### src/rtl/sampler_pkg.sv
package sampler_pkg;

  parameter int unsigned DEF_SRC_W  = 32;
  parameter int unsigned DEF_PERIOD = 10;

  // Action taken on the persistent counter in the stateful stage
  typedef enum logic [1:0] {
    CNT_HOLD = 2'd0,
    CNT_INC  = 2'd1,
    CNT_WRAP = 2'd2
  } cnt_act_e;

endpackage

### src/rtl/sampler_rst_sync.sv
module sampler_rst_sync #(
  parameter int unsigned STAGES = 2
) (
  input  logic clk,
  input  logic rst_n,
  output logic rst_n_sync
);

  logic [STAGES-1:0] sync_q;
  logic [STAGES-1:0] sync_d;

  always_comb begin
    sync_d = {sync_q[STAGES-2:0], 1'b1};
  end

  always_ff @(posedge clk or negedge rst_n) begin
    if (!rst_n) begin
      sync_q <= '0;
    end else begin
      sync_q <= sync_d;
    end
  end

  assign rst_n_sync = sync_q[STAGES-1];

endmodule

### src/rtl/sampler_count_stage.sv
module sampler_count_stage
  import sampler_pkg::*;
#(
  parameter int unsigned SRC_W  = DEF_SRC_W,
  parameter int unsigned PERIOD = DEF_PERIOD
) (
  input  logic             clk,
  input  logic             rst_n,
  input  logic             in_vld,
  input  logic [SRC_W-1:0] in_src,
  output logic             s1_vld,
  output logic             s1_hit,
  output logic [SRC_W-1:0] s1_src
);

  localparam int unsigned CNT_W = (PERIOD > 2) ? $clog2(PERIOD) : 1;
  localparam logic [CNT_W-1:0] LAST = CNT_W'(PERIOD - 1);

  logic [CNT_W-1:0] cnt_q;
  logic [CNT_W-1:0] cnt_d;
  logic             cnt_en;
  logic             hit_d;
  cnt_act_e         act;

  // Atomic read-compare-write on the persistent counter
  always_comb begin
    act   = CNT_HOLD;
    hit_d = 1'b0;
    if (in_vld) begin
      hit_d = (cnt_q == LAST);
      act   = hit_d ? CNT_WRAP : CNT_INC;
    end
  end

  always_comb begin
    cnt_en = (act != CNT_HOLD);
    unique case (act)
      CNT_WRAP: cnt_d = '0;
      CNT_INC:  cnt_d = cnt_q + 1'b1;
      default:  cnt_d = cnt_q;
    endcase
  end

  always_ff @(posedge clk or negedge rst_n) begin
    if (!rst_n) begin
      cnt_q  <= '0;
      s1_vld <= 1'b0;
      s1_hit <= 1'b0;
    end else begin
      if (cnt_en) begin
        cnt_q <= cnt_d;
      end
      s1_vld <= in_vld;
      if (in_vld) begin
        s1_hit <= hit_d;
      end
    end
  end

  // Data path register: no reset, loaded only with a packet
  always_ff @(posedge clk) begin
    if (in_vld) begin
      s1_src <= in_src;
    end
  end

endmodule

### src/rtl/sampler_mark_stage.sv
module sampler_mark_stage #(
  parameter int unsigned SRC_W = 32
) (
  input  logic             clk,
  input  logic             rst_n,
  input  logic             s1_vld,
  input  logic             s1_hit,
  input  logic [SRC_W-1:0] s1_src,
  output logic             out_vld,
  output logic [SRC_W-1:0] out_src,
  output logic [SRC_W-1:0] out_smp
);

  logic [SRC_W-1:0] smp_d;

  always_comb begin
    smp_d = s1_hit ? s1_src : '0;
  end

  always_ff @(posedge clk or negedge rst_n) begin
    if (!rst_n) begin
      out_vld <= 1'b0;
    end else begin
      out_vld <= s1_vld;
    end
  end

  always_ff @(posedge clk) begin
    if (s1_vld) begin
      out_src <= s1_src;
      out_smp <= smp_d;
    end
  end

endmodule

### src/rtl/nth_sampler.sv
module nth_sampler
  import sampler_pkg::*;
#(
  parameter int unsigned SRC_W  = DEF_SRC_W,
  parameter int unsigned PERIOD = DEF_PERIOD
) (
  input  logic             clk,
  input  logic             rst_n,
  input  logic             pkt_in_vld,
  input  logic [SRC_W-1:0] pkt_in_src,
  output logic             pkt_out_vld,
  output logic [SRC_W-1:0] pkt_out_src,
  output logic [SRC_W-1:0] pkt_out_smp
);

  logic             rst_n_int;
  logic             s1_vld;
  logic             s1_hit;
  logic [SRC_W-1:0] s1_src;
  logic             acc_vld;

  sampler_rst_sync #(.STAGES(2)) u_rst (
    .clk        (clk),
    .rst_n      (rst_n),
    .rst_n_sync (rst_n_int)
  );

  // Packets arriving while the internal reset is held are dropped
  assign acc_vld = pkt_in_vld & rst_n_int;

  sampler_count_stage #(.SRC_W(SRC_W), .PERIOD(PERIOD)) u_cnt (
    .clk    (clk),
    .rst_n  (rst_n_int),
    .in_vld (acc_vld),
    .in_src (pkt_in_src),
    .s1_vld (s1_vld),
    .s1_hit (s1_hit),
    .s1_src (s1_src)
  );

  sampler_mark_stage #(.SRC_W(SRC_W)) u_mark (
    .clk     (clk),
    .rst_n   (rst_n_int),
    .s1_vld  (s1_vld),
    .s1_hit  (s1_hit),
    .s1_src  (s1_src),
    .out_vld (pkt_out_vld),
    .out_src (pkt_out_src),
    .out_smp (pkt_out_smp)
  );

endmodule

### config.mk
export PLATFORM = sky130hd
export DESIGN_NAME = nth_sampler
export DESIGN_NICKNAME = d
export VERILOG_FILES = /design/src/rtl/sampler_pkg.sv /design/src/rtl/sampler_rst_sync.sv /design/src/rtl/sampler_count_stage.sv /design/src/rtl/sampler_mark_stage.sv /design/src/rtl/nth_sampler.sv
export SDC_FILE = /design/constraint.sdc
export NUM_CORES = 1
export LEC_CHECK = 0
export BUFFER_PORTS_ARGS = -buffer_cell sky130_fd_sc_hd__clkbuf_2
export CAP_MARGIN = 40
export CORE_MARGIN = 4
export CORE_UTILIZATION = 34
export CTS_BUF_LIST = sky130_fd_sc_hd__clkbuf_16
export DETAILED_ROUTE_END_ITERATION = 12
export PLACE_DENSITY_LB_ADDON = 0.15
export SLEW_MARGIN = 15
export SYNTH_ARGS = -nofsm -noshare
export SYNTH_HDL_FRONTEND = slang
export SYNTH_SLANG_ARGS = --single-unit
### constraint.sdc
create_clock -name clk -period 0.8 [get_ports clk]
set_input_delay 0.08 -clock clk [delete_from_list [all_inputs] [get_ports clk]]
set_output_delay 0.08 -clock clk [all_outputs]
set_load 0.01 [all_outputs]
==> results of run 1 <==
==> cell usage after synthesis (2+ instances only) <==
master and n:
sky130_fd_sc_hd__edfxtp_1 96, sky130_fd_sc_hd__and2_1 32, sky130_fd_sc_hd__dfrtp_1 9, sky130_fd_sc_hd__clkbuf_1 3
sky130_fd_sc_hd__nand3_1 3, sky130_fd_sc_hd__ha_1 2, sky130_fd_sc_hd__inv_1 2, sky130_fd_sc_hd__o21ai_0 2
==> registers in the layout (all words and copies together) (netlist names) <==
name,count
u_cnt.s1_src,32
u_mark.out_smp,32
u_mark.out_src,32
u_cnt.cnt_q,4
u_rst.sync_q,2
u_cnt.s1_hit,1
u_cnt.s1_vld,1
u_mark.out_vld,1
==> power groups by stage <==
stage | Clock (W) | Sequential, W | Combinational (W)
after floorplan | 0 | 0.00695 | 0.000556
after global placement | 0 | 0.00679 | 0.00144
after detailed placement | 0 | 0.00680 | 0.00145
after CTS | 0.00439 | 0.00670 | 0.00199
after global routing | 0.00464 | 0.00677 | 0.00241
final | 0.00427 | 0.00673 | 0.00217
==> worst register-to-register path: stages (launching register included) <==
cell	delay [ns]
sky130_fd_sc_hd__dfrtp_2	0.44
sky130_fd_sc_hd__ha_4	0.17
sky130_fd_sc_hd__and3b_1	0.19
sky130_fd_sc_hd__or3_1	0.32
sky130_fd_sc_hd__o21ai_1	0.09
==> worst max path at each step <==
stage,startpoint,to,slack [ns],cells past startpoint
3_5_place_dp,u_cnt.cnt_q[1]$_DFFE_PN0P_,u_cnt.cnt_q[1]$_DFFE_PN0P_,-0.44,5
5_1_grt,u_cnt.cnt_q[0]$_DFFE_PN0P_,u_cnt.cnt_q[1]$_DFFE_PN0P_,-0.52,4
6_report,u_cnt.cnt_q[0]$_DFFE_PN0P_,u_cnt.cnt_q[1]$_DFFE_PN0P_,-0.47,4
2_1_floorplan,u_rst.sync_q[1]$_DFF_PN0_,u_cnt.s1_src[0]$_DFFE_PP_,-0.63,2
3_3_place_gp,u_cnt.cnt_q[0]$_DFFE_PN0P_,u_cnt.cnt_q[1]$_DFFE_PN0P_,-0.41,4
4_1_cts,u_cnt.cnt_q[1]$_DFFE_PN0P_,u_cnt.cnt_q[1]$_DFFE_PN0P_,-0.43,5
==> layout by cell type, fill, tap and decap left out, drive strengths merged, types with 2 or more instances in the layout <==
cell         Yosys  final
a21o             2      2
edfxtp          96     96
ha               2      2
and2            32     32
nand3            3      3
clkinvlp         0      2
buf              0     36
nand2            2      2
o21ai            2      2
inv              2      3
clkbuf           3    111
clkinv           0      3
dlygate4sd3      0     33
dfrtp            9      9
==> cell families after synthesis <==
family,Yosys count
buf+inv,5
compound gates,5
other cells,1
simple gates,42
mux,1
flops,105
fa+ha+maj,2
==> what timing repair did <==
action,CTS,global route
gates resized for setup,26,23
setup endpoints to repair,200,200
cloned,8,3
hold buffers,33,0
buffers inserted,16,4
hold endpoints to repair,34,0
pin swaps,1,2
==> through the flow <==
step,setup TNS (ns),total power (W),cells,utilization,hold WS [ns]
2_1_floorplan,-50.85,0.00751,161,-,-0.216
4_1_cts,-44.53,0.0131,478,0.546,0.0481
3_5_place_dp,-25.40,0.00825,405,0.437,-0.132
6_report,-41.43,0.0132,478,0.544,0.0570
5_1_grt,-47.00,0.0138,478,0.544,0.0675
3_3_place_gp,-25.46,0.00823,405,0.437,-0.133
==> cell type report <==
cell class	count	area share
Clock buffer	9	0.0422
Clock inverter	7	0.0134
Inverter	2	0.00211
Multi-Input combinational cell	51	0.0729
Sequential cell	105	0.583
Tap cell	133	0.0312
Timing Repair Buffer	171	0.255
==> routing by layer <==
layer	vias to the layer above	GRT usage
met5	-	0
met4	0	0.0487
met3	10	0.0355
met2	57	0.199
met1	941	0.149
li1	963	-
==> summary.md, run 1 <==
The flow ran to the end, but the final reports show violations. The checks that failed: negative setup slack. The final routed wire length divided by cell count was 14.7 um; the maximum number of pins on one net before global-route repair was 22. The fraction of registers with async set or reset after synthesis is 0.0857.

Between clock sinks in the finished design, the worst skew comes to 0.00688 ns. OpenSTA, run right after detailed placement, puts the worst setup slack at -0.440 ns. Total global-route track usage: 0.121. The area share of and/or/nand/nor cells after synthesis is 0.0749. The run gives 0 as the total overflow reported by the global router. The total leakage power is 2.17 nW.

The number of fill cells was 813; the first-pass GRT wire length was 10500 um. The post-synthesis share of cell area spent on full adders, half adders and majority gates was 0.00723; the initial antenna violation count was 0. The tools report the worst setup slack after layout as -0.472 ns. The run gives 2 as the number of buffers between clock root and the deepest sink. The net count of the finished layout is 377. In this run the remaining antenna-violating nets after routing total 0. The synthesized design contains 105 register bits. The number of buffers and inverters on the critical path is 0. Detailed routing placed a total of 3610 um of wire on met2. The run gives 0 as the DRC violations left. Worst flop-to-flop path startpoint: u_cnt.cnt_q[0]$_DFFE_PN0P_. The number of placement rows was 36; the post-synthesis net count was 198. The run gives 200 as the total of endpoints with negative setup slack in the final report. The mux contribution to synthesized area is 0.00325, and the post-DP HPWL is 4060 um. The largest family of logic cells by synthesized area is simple AND/OR/NAND/NOR gates. For the placer's final routability congestion estimate, the log shows 0.703. The first detailed-routing pass ran for 4 iterations.

Worst endpoint required time: 1.06 ns. The routed layout has 1971 vias. Max-cap violations in this run came to 0. Summed over all nets, the switching power comes to 0.00300 W.

In this run the worst hold path is classified as input port to async pin. During synthesis, Yosys emitted a total of 0 warnings. The tools report the worst reg2reg path endpoint as u_cnt.cnt_q[1]$_DFFE_PN0P_.

The share of post-route cells with drive strength above 1 is 0.501. The tree built by TritonCTS fans out to 105 sinks. The XOR/XNOR share of the synthesized area came out at 0. The top-area cell type share of the netlist area was 0.833; the endpoint arrival time on the critical path was 1.53 ns.

Walking the worst path, the cells encountered are ha_4 > and3b_1 > or3_1 > o21ai_1. Setup repair after global routing could not meet its margin everywhere. The synthesized-area fraction occupied by ao, oa, aoi and oai cells is 0.00976.

The clock-pin slew on the worst setup and hold paths works out to 0.07 ns. After synthesis, the mean cell area works out to 21.5 sq um. In this run the worst path has a maximum fanout of 3.

TritonCTS built the clock tree. The maximum achievable frequency came out at 0.786 GHz. From left edge to right edge, the die measures 109 um.

The part of the total power dissipated in combinational logic is 0.165, and the wire length on met3 is 376 um. After detailed routing, no signal wire sits above met4. Summing all multi-input logic gate instances after layout gives 389 sq um.

The number of cells on the worst reg-to-reg path is 4. Summing all flip-flop and latch instances after layout gives 3110 sq um. The repair_antennas step left the layout with diodes totalling 0.

The wire length on met1 is 2970 um. The critical path endpoint category was a flop. Yosys attributes the largest share of cell area to sky130_fd_sc_hd__edfxtp_1 (83%), sky130_fd_sc_hd__dfrtp_1 (6.5%), sky130_fd_sc_hd__and2_1 (5.8%). Dividing the detail-routed via count by the number of cells gives 4.12. The CTS buffer count came out at 9.

The unique cell type count in the Yosys netlist is 20, and the layout-stage area growth over the synthesis result is 54.3%. 100 I/O pins were placed. On the worst path, the slowest cell contributes a delay of 0.44 ns. The area of the mapped netlist is 3460 sq um. The total area inside the core boundary comes to 9820 sq um. The portion of total power attributed to the clock network is 0.324. After the first detailed-routing iteration, the DRC count stood at 72.

The number of global-route vias before repair was 1965; the die height was 109 um. The type of the worst setup path was flop to flop. The sequential cell area fraction in the yosys report was 0.898; the hold violation count in the final report was 0.

The worst setup path is launched from a flop. The clock reaches the later pin of the worst-skew pair after 0.34 ns. Cell internal power was estimated by the tool at 0.0102 W. The tools report the final wirelength as 7040 um.

The cell count after synthesis is 161. The number of input and output port buffers inserted came out at 99. Among all stages on the critical path, the largest delay is contributed by sky130_fd_sc_hd__dfrtp_2. For this run, the leading register cell type out of synthesis is sky130_fd_sc_hd__edfxtp_1.

The post-placement cell area was 4290 sq um; the final design instance area without fill was 5340 sq um. The worst ir drop on vdd is 0.943 mV, and the fraction of the cycle the final worst path needs is 1.59. The cell taking the most area after synthesis was sky130_fd_sc_hd__edfxtp_1.

The switching power as a share of total power was 0.228. The number of pins exceeding their max-slew limit in the final report is 0, and the effective utilization at floorplan is 0.352. The worst path needs 1.27 ns of the cycle, external delays included. Register share of total power: 0.511.

The setup slack of the worst register-to-register path came out at -0.47 ns. The clock tree synthesis step divided the H-tree into 3 levels. Dominant delay contributor by cell family on the critical path: simple AND/OR/NAND/NOR gates. In this run the power density over the cells is 2470 nW/um^2. The tree is rooted in a sky130_fd_sc_hd__clkbuf_16.

The die covers 11900 sq um. The synthesized design contains 96 enable-type register cells.
Note: power is estimated with default switching activity, not from simulation.
==> run 2, diff against run 1 <==
==> constraint.sdc (replaced) <==
create_clock -name clk -period 0.8 [get_ports clk]
set_input_delay 0.08 -clock clk [delete_from_list [all_inputs] [get_ports clk]]
set_output_delay 0.08 -clock clk [all_outputs]
set_load 0.02 [all_outputs]
==> run 2 against run 1 <==
Against the previous run: the flow still finishes with violations (negative setup slack); sequential power hardly changed; global-route usage unchanged; register-to-register slack is essentially flat; critical endpoint unchanged; largest cell class unchanged; largest power group unchanged.
==> summary.md, run 2 (same netlist as run 1, synthesis figures left out) <==
For the post-route total power, the log shows 0.0135 W (was 0.0132 W). The switching power as a share of total power is 0.236 (was 0.228), and the via-per-instance ratio is 4.15 (was 4.12). The total global-route track usage came out at 0.121 (unchanged). The total overflow reported by the global router is 0 (unchanged), and the number of input and output port buffers inserted is 99 (unchanged).

The total of endpoints with negative setup slack in the final report is 200 (unchanged), and the final design instance area without fill is 5590 sq um (was 5340 sq um). The run gives 0 (unchanged) as the DRC violations left. The number of buffers between clock root and the deepest sink was 2 (unchanged). The power per cell area came out at 2420 nW/um^2 (was 2470 nW/um^2). The tools report the first-pass iteration count of the detailed router as 4 (unchanged). Largest registers: u_cnt.s1_src: 32 flops, u_mark.out_smp: 32 flops, u_mark.out_src: 32 flops (unchanged).

For the post-placement cell area, the log shows 4290 sq um (unchanged). The tools report the total leakage power as 2.24 nW (was 2.17 nW). Top library cells by usage in the layout, fill and taps aside: sky130_fd_sc_hd__edfxtp_1 (96), sky130_fd_sc_hd__buf_6 (52), sky130_fd_sc_hd__clkbuf_2 (34), sky130_fd_sc_hd__dlygate4sd3_1 (33), sky130_fd_sc_hd__and2_1 (26) (was sky130_fd_sc_hd__clkbuf_2 (99), sky130_fd_sc_hd__edfxtp_1 (96), sky130_fd_sc_hd__dlygate4sd3_1 (33), sky130_fd_sc_hd__and2_1 (26), sky130_fd_sc_hd__buf_4 (13)). The run gives 0 (unchanged) as the number of pins exceeding their max-slew limit in the final report.

The worst ir drop on vdd came out at 0.953 mV (was 0.943 mV). The placer's final routability congestion estimate was 0.703 (unchanged). The final routed wire length divided by cell count is 15.0 um (was 14.7 um). The number of levels in the clock H-tree was 3 (unchanged).

The layout-stage area growth over the synthesis result was 61.7% (was 54.3%); the power dissipated by switching net loads was 0.00319 W (was 0.00300 W). The clock-pin slew on the worst setup and hold paths is 0.07 ns (about the same). The maximum number of pins on one net before global-route repair is 22 (unchanged), and the effective utilization at floorplan is 0.352 (unchanged).

The fraction of the cycle the final worst path needs works out to 1.60 (was 1.59). The core footprint was 9820 sq um (unchanged); the CTS buffer count was 9 (unchanged). The core utilization of the finished layout is 0.570 (was 0.544), and the die width is 109 um (unchanged). Type of the worst setup path: flop to flop (unchanged). The number of ports placed on the die boundary is 100 (unchanged).

The logs give 1965 (unchanged) for the number of global-route vias before repair and 81 (was 72) for the starting DRC count in detailed routing. The portion of total power attributed to the clock network was 0.317 (was 0.324); the worst setup slack after layout was -0.476 ns (was -0.472 ns). The path class of the lowest-slack min-delay path was input port to async pin (unchanged). The clock root buffer is sky130_fd_sc_hd__clkbuf_16 (unchanged). Layout net count: 377 (unchanged). For the worst setup skew after layout, the log shows 0.00590 ns (was 0.00688 ns). The share of post-route cells with drive strength above 1 was 0.501 (unchanged). The minimum period implied by the final worst setup slack is 1.28 ns (was 1.27 ns). Most common cell after layout, fill and taps aside: sky130_fd_sc_hd__edfxtp_1 (was sky130_fd_sc_hd__clkbuf_2).

Setup repair after global routing could not meet its margin everywhere. The run gives 0.784 GHz (was 0.786 GHz) as the maximum achievable frequency. Kind of start point of the critical path: a flop (unchanged).

Number of sinks handled by clock tree synthesis: 105 (unchanged). The die height is 109 um (unchanged), and the max capacitance violation total is 0 (unchanged). For the post-route antenna net violation count, the log shows 0 (unchanged). The part of the total power dissipated in combinational logic came out at 0.183 (was 0.165). For the post-DP HPWL, the log shows 4060 um (unchanged). The number of vias in the routed layout came out at 1983 (was 1971).

Endpoint arrival time on the critical path: 1.54 ns (was 1.53 ns). The run gives 0.0103 W (was 0.0102 W) as the cell internal power dissipation. The overall die area is 11900 sq um (unchanged).

Violations in the final reports: negative setup slack (unchanged). TritonCTS built the clock tree. The final wirelength came out at 7190 um (was 7040 um). The run gives 1.06 ns (about the same) as the worst endpoint required time. The tools report the initial antenna violation count as 0 (unchanged).

The run gives 10500 um (unchanged) as the first-pass GRT wire length. The insertion delay of the later-clocked pin in the worst-skew pair is 0.34 ns (about the same), and the antenna diode instance count is 0 (unchanged). The run finished, with violations left.

The run gives 0 (unchanged) as the hold violation count in the final report. The largest driver fanout on the critical path is 3 (unchanged). Number of placement rows: 36 (unchanged). Critical path endpoint category: a flop (unchanged). Register share of total power: 0.500 (was 0.511).
[run 2: cell count changes in the layout (fill, tap and decap cells not counted), sizes merged]
cell	previous run	this run
clkbuf	111	46
buf	36	101
[run 2: repair_timing]
item / in CTS / in global routing
gates resized for setup: 26 / 170
cloned: 8 / 3
pin swaps: 1 / 2
endpoints found under the hold margin: 34 / 0
setup buffers: 16 / 4
hold buffers: 33 / 0
endpoints found under the setup margin: 200 / 200
[run 2: power groups by stage]
stage	registers [W]	logic [W]	clock network, W
2_1_floorplan	0.00710	0.000556	0
3_3_place_gp	0.00679	0.00158	0
3_5_place_dp	0.00680	0.00160	0
4_1_cts	0.00670	0.00213	0.00439
5_1_grt	0.00680	0.00271	0.00464
6_report	0.00676	0.00248	0.00428
[run 2: final timing paths]
check | from | endpoint | slack, ns | cells past startpoint
min in group clk | pkt_in_vld | u_cnt.s1_hit$_DFFE_PN0P_ | 0.23 | 4
worst max register to register | u_cnt.cnt_q[0]$_DFFE_PN0P_ | u_cnt.cnt_q[1]$_DFFE_PN0P_ | -0.48 | 4
worst min register to register | u_rst.sync_q[1]$_DFF_PN0_ | u_mark.out_vld$_DFF_PN0_ | 0.22 | 1
max in group asynchronous | u_rst.sync_q[1]$_DFF_PN0_ | u_cnt.s1_vld$_DFF_PN0_ | 0.43 | 1
worst min-delay path | rst_n | u_rst.sync_q[1]$_DFF_PN0_ | 0.06 | 2
worst max-delay path | u_cnt.cnt_q[0]$_DFFE_PN0P_ | u_cnt.cnt_q[1]$_DFFE_PN0P_ | -0.48 | 4
[run 2: per-layer routing]
layer	routed length [um]	up-vias	GRT usage
met4	81	0	0.0487
met1	3000	957	0.149
met2	3780	55	0.199
met5	0	-	0
li1	-	961	-
met3	318	10	0.0355
[run 2: metrics by stage]
step / TNS, ns / hold slack [ns] / std cells / setup slack, ns
4_1_cts: -46.33 / 0.0481 / 478 / -0.431
3_5_place_dp: -25.40 / -0.132 / 405 / -0.440
5_1_grt: -48.55 / 0.0675 / 478 / -0.524
2_1_floorplan: -50.85 / -0.216 / 161 / -0.630
3_3_place_gp: -25.46 / -0.133 / 405 / -0.412
6_report: -43.22 / 0.0572 / 478 / -0.476
[run 2: worst max-delay path: stages, from the launching register on]
cell and delay, ns:
sky130_fd_sc_hd__dfrtp_2 0.44, sky130_fd_sc_hd__ha_4 0.17, sky130_fd_sc_hd__and3b_1 0.19, sky130_fd_sc_hd__or3_1 0.32, sky130_fd_sc_hd__o21ai_1 0.09
[run 2: cell type report]
cell class	instances	area, sq um
clock inverter	7	71.3
multi-input combinational	51	389
tap	133	166
inverter	2	11.3
timing repair buffer	171	1620
clock buffer	9	225
fill	794	4230
sequential	105	3110
==> run 3, diff against run 2 <==
Settings changed: CORE_MARGIN 4 to 5.
Clock period 0.8 ns to 1.5 ns, I/O delays scaled along.
==> run 3 against run 2 <==
Against the previous run: the run now ends clean; routed wire length down 12%; final area down 15%; combinational power shrank 69%; non-clock buffer count shrank 37; fmax down 3.8%; sequential power shrank 47%; clock power shrank 46%; die area up 3.7%; largest cell class unchanged; largest power group unchanged; highest routed layer unchanged.
==> summary.md, run 3 (same netlist as run 1, synthesis figures left out) <==
The flow ran to the end, and the final reports show no timing, DRC or antenna violations. Hold buffer count at CTS: 28 (was 33). The clock-pin slew on the worst setup and hold paths works out to 0.07 ns (about the same). For hold timing, the worst endpoint is u_cnt.s1_src[8]$_DFFE_PP_.

The path class of the lowest-slack min-delay path is input port to flop (was input port to async pin). The detailed-routed wire length on met2 was 3160 um (was 3780 um). The tools report the post-placement cell area as 4180 sq um (was 4290 sq um).

TritonCTS built the clock tree. The logs give 0.17 ns (was -0.48 ns) for the setup slack of the worst register-to-register path and 65 (was 22) for the maximum number of pins on one net before global-route repair. The total global-route track usage is 0.108 (was 0.121), and the largest driver fanout on the critical path is 5 (was 3). The layout-stage area growth over the synthesis result was 38.0% (was 61.7%). The area taken by flip-flops and latches was 3110 sq um (about the same); the minimum period implied by the final worst setup slack was 1.33 ns (was 1.28 ns). The core footprint is 9860 sq um (was 9820 sq um), and the total negative slack for setup checks is 0 ns (was -43.22 ns). The worst hold margin came out at 0.0128 ns (was 0.0572 ns). The clock root buffer was sky130_fd_sc_hd__clkbuf_16 (unchanged). The tools report the worst endpoint required time as 1.75 ns (was 1.06 ns). Top library cells by usage in the layout, fill and taps aside: sky130_fd_sc_hd__clkbuf_2 (99), sky130_fd_sc_hd__edfxtp_1 (96), sky130_fd_sc_hd__and2_1 (32), sky130_fd_sc_hd__dlygate4sd3_1 (30), sky130_fd_sc_hd__clkbuf_16 (9) (was sky130_fd_sc_hd__edfxtp_1 (96), sky130_fd_sc_hd__buf_6 (52), sky130_fd_sc_hd__clkbuf_2 (34), sky130_fd_sc_hd__dlygate4sd3_1 (33), sky130_fd_sc_hd__and2_1 (26)). The logs give 12300 sq um (was 11900 sq um) for the overall die area and 0.754 GHz (was 0.784 GHz) for the maximum achievable frequency. The endpoint arrival time on the critical path was 1.58 ns (was 1.54 ns).

The cell with the biggest individual delay on the critical path is sky130_fd_sc_hd__dfrtp_1 (was sky130_fd_sc_hd__dfrtp_2). The initial antenna violation count is 0 (unchanged). The source of the worst hold timing path is pkt_in_src[8]. Setup repair after global routing left no endpoint under its margin. Die width: 111 um (was 109 um). The count of buffer and inverter cells on the critical path was 0 (unchanged). For the post-DP HPWL, the log shows 4090 um (was 4060 um).

Total of endpoints with negative setup slack in the final report: 0 (was 200). Largest registers: u_cnt.s1_src: 32 flops, u_mark.out_smp: 32 flops, u_mark.out_src: 32 flops (unchanged). The die height works out to 111 um (was 109 um). The tools report the hold violation count in the final report as 0 (unchanged). The worst hold path cell count is 1. Worst reg2reg path endpoint: u_cnt.cnt_q[1]$_DFFE_PN0P_ (unchanged). The power per cell area was 1390 nW/um^2 (was 2420 nW/um^2).

The fraction of the cycle the final worst path needs is 0.884 (was 1.60), and the number of global-route vias before repair is 1923 (was 1965). The number of ports placed on the die boundary is 100 (unchanged), and the insertion delay of the later-clocked pin in the worst-skew pair is 0.33 ns (was 0.34 ns). Multi-input combinational cell area: 333 sq um (was 389 sq um). The run gives 0 (unchanged) as the DRC violations left. The number of pins exceeding their max-slew limit in the final report was 0 (unchanged); the wire length on met1 was 2680 um (was 3000 um).

Type of the worst setup path: flop to flop (unchanged). The final design instance area without fill was 4770 sq um (was 5590 sq um); the first-pass iteration count of the detailed router was 4 (unchanged). The depth of the worst register-to-register path is 4 (unchanged). The final wirelength was 6300 um (was 7190 um); the worst setup skew after layout was 0.00844 ns (was 0.00590 ns). The tools report the total of cells resized after clock tree synthesis as 0 (was 26).

The share of post-route cells with drive strength above 1 works out to 0.403 (was 0.501). The layout net count is 340 (was 377). The dominant delay contributor by cell family on the critical path was simple AND/OR/NAND/NOR gates (unchanged).

The total overflow reported by the global router is 0 (unchanged). The wire length on met3 was 376 um (was 318 um); the first-pass GRT wire length was 10300 um (was 10500 um). Cells traversed along the worst timing path: ha_1 > and3b_1 > or3_1 > o21ai_0 (was ha_4 > and3b_1 > or3_1 > o21ai_1). Most common cell after layout, fill and taps aside: sky130_fd_sc_hd__clkbuf_2 (was sky130_fd_sc_hd__edfxtp_1). The worst ir drop on vdd is 0.657 mV (was 0.953 mV), and the number of vias in the routed layout is 1811 (was 1983). The kind of start point of the critical path is a flop (unchanged). Post-route antenna net violation count: 0 (unchanged). The max capacitance violation total is 0 (unchanged). The tools report the antenna diode instance count as 0 (unchanged). The run gives 36 (unchanged) as the number of placement rows. Worst flop-to-flop path startpoint: u_cnt.cnt_q[0]$_DFFE_PN0P_ (unchanged).

The worst stage delay on the critical path is 0.43 ns (was 0.44 ns). The tools report the number of buffers between clock root and the deepest sink as 2 (unchanged). For the number of fill cells, the log shows 874 (was 794). The logs give 0.732 (was 0.703) for the placer's final routability congestion estimate and 441 (was 478) for the non-filler instance count after layout. The number of input and output port buffers inserted was 99 (unchanged). The starting DRC count in detailed routing is 82 (was 81), and the via-per-instance ratio is 4.11 (was 4.15). The core utilization of the finished layout is 0.484 (was 0.570). The tools report the effective utilization at floorplan as 0.351 (was 0.352). The tools report the CTS buffer count as 9 (unchanged).

The number of buffers inserted by post-CTS setup repair was 0 (was 16). The tools report the total leakage power as 1.90 nW (was 2.24 nW). The uppermost layer routed is met4 (unchanged).

The final routed wire length divided by cell count is 14.3 um (was 15.0 um). The number of levels in the clock H-tree came out at 3 (unchanged). The run gives 395 (was 405) as the placed cell count. Critical path endpoint category: a flop (unchanged). For the number of sinks handled by clock tree synthesis, the log shows 105 (unchanged).
run 3: metal layers:
| metal | global-route usage | vias to the layer above |
|---|---|---|
| li1 | - | 883 |
| met1 | 0.135 | 865 |
| met2 | 0.171 | 53 |
| met3 | 0.0448 | 10 |
| met4 | 0.0386 | 0 |
| met5 | 0 | - |
run 3: worst max path at each step:
| stage | end | startpoint | cells after the start |
|---|---|---|---|
| 3_3_place_gp | u_cnt.cnt_q[1]$_DFFE_PN0P_ | u_cnt.cnt_q[0]$_DFFE_PN0P_ | 4 |
| 4_1_cts | u_cnt.cnt_q[1]$_DFFE_PN0P_ | u_cnt.cnt_q[0]$_DFFE_PN0P_ | 4 |
| 3_5_place_dp | u_cnt.cnt_q[1]$_DFFE_PN0P_ | u_cnt.cnt_q[0]$_DFFE_PN0P_ | 4 |
| 5_1_grt | u_cnt.cnt_q[1]$_DFFE_PN0P_ | u_cnt.cnt_q[0]$_DFFE_PN0P_ | 4 |
| 2_1_floorplan | u_cnt.s1_src[0]$_DFFE_PP_ | u_rst.sync_q[1]$_DFF_PN0_ | 2 |
| 6_report | u_cnt.cnt_q[1]$_DFFE_PN0P_ | u_cnt.cnt_q[0]$_DFFE_PN0P_ | 4 |
run 3: where the power goes:
| group | internal [W] | switching [W] | total, W |
|---|---|---|---|
| registers | 0.00347 | 0.000107 | 0.00357 |
| logic | 0.000329 | 0.000438 | 0.000767 |
| clock network | 0.00129 | 0.000999 | 0.00229 |
| total | 0.00509 | 0.00154 | 0.00663 |
run 3: final cells by class:
cell class,count,area share
Clock buffer,9,0.0472
Clock inverter,7,0.0149
Inverter,2,0.00236
Multi-Input combinational cell,51,0.0697
Sequential cell,105,0.651
Tap cell,133,0.0349
Timing Repair Buffer,134,0.180
run 3: stage by stage:
step                power [W]  setup WS (ns)
global route          0.00699         0.0764
detailed placement    0.00437          0.189
CTS                   0.00674          0.163
floorplan             0.00407        0.00375
finish                0.00663          0.173
global placement      0.00435          0.216
run 3: worst reg2reg max path, delay by kind of cell (launching register included):
| family | cells | cell delay [ns] |
|---|---|---|
| and+or+nand+nor | 2 | 0.50 |
| DFF | 1 | 0.43 |
| adders and majority gates | 1 | 0.24 |
| AOI/OAI and AO/OA | 1 | 0.07 |
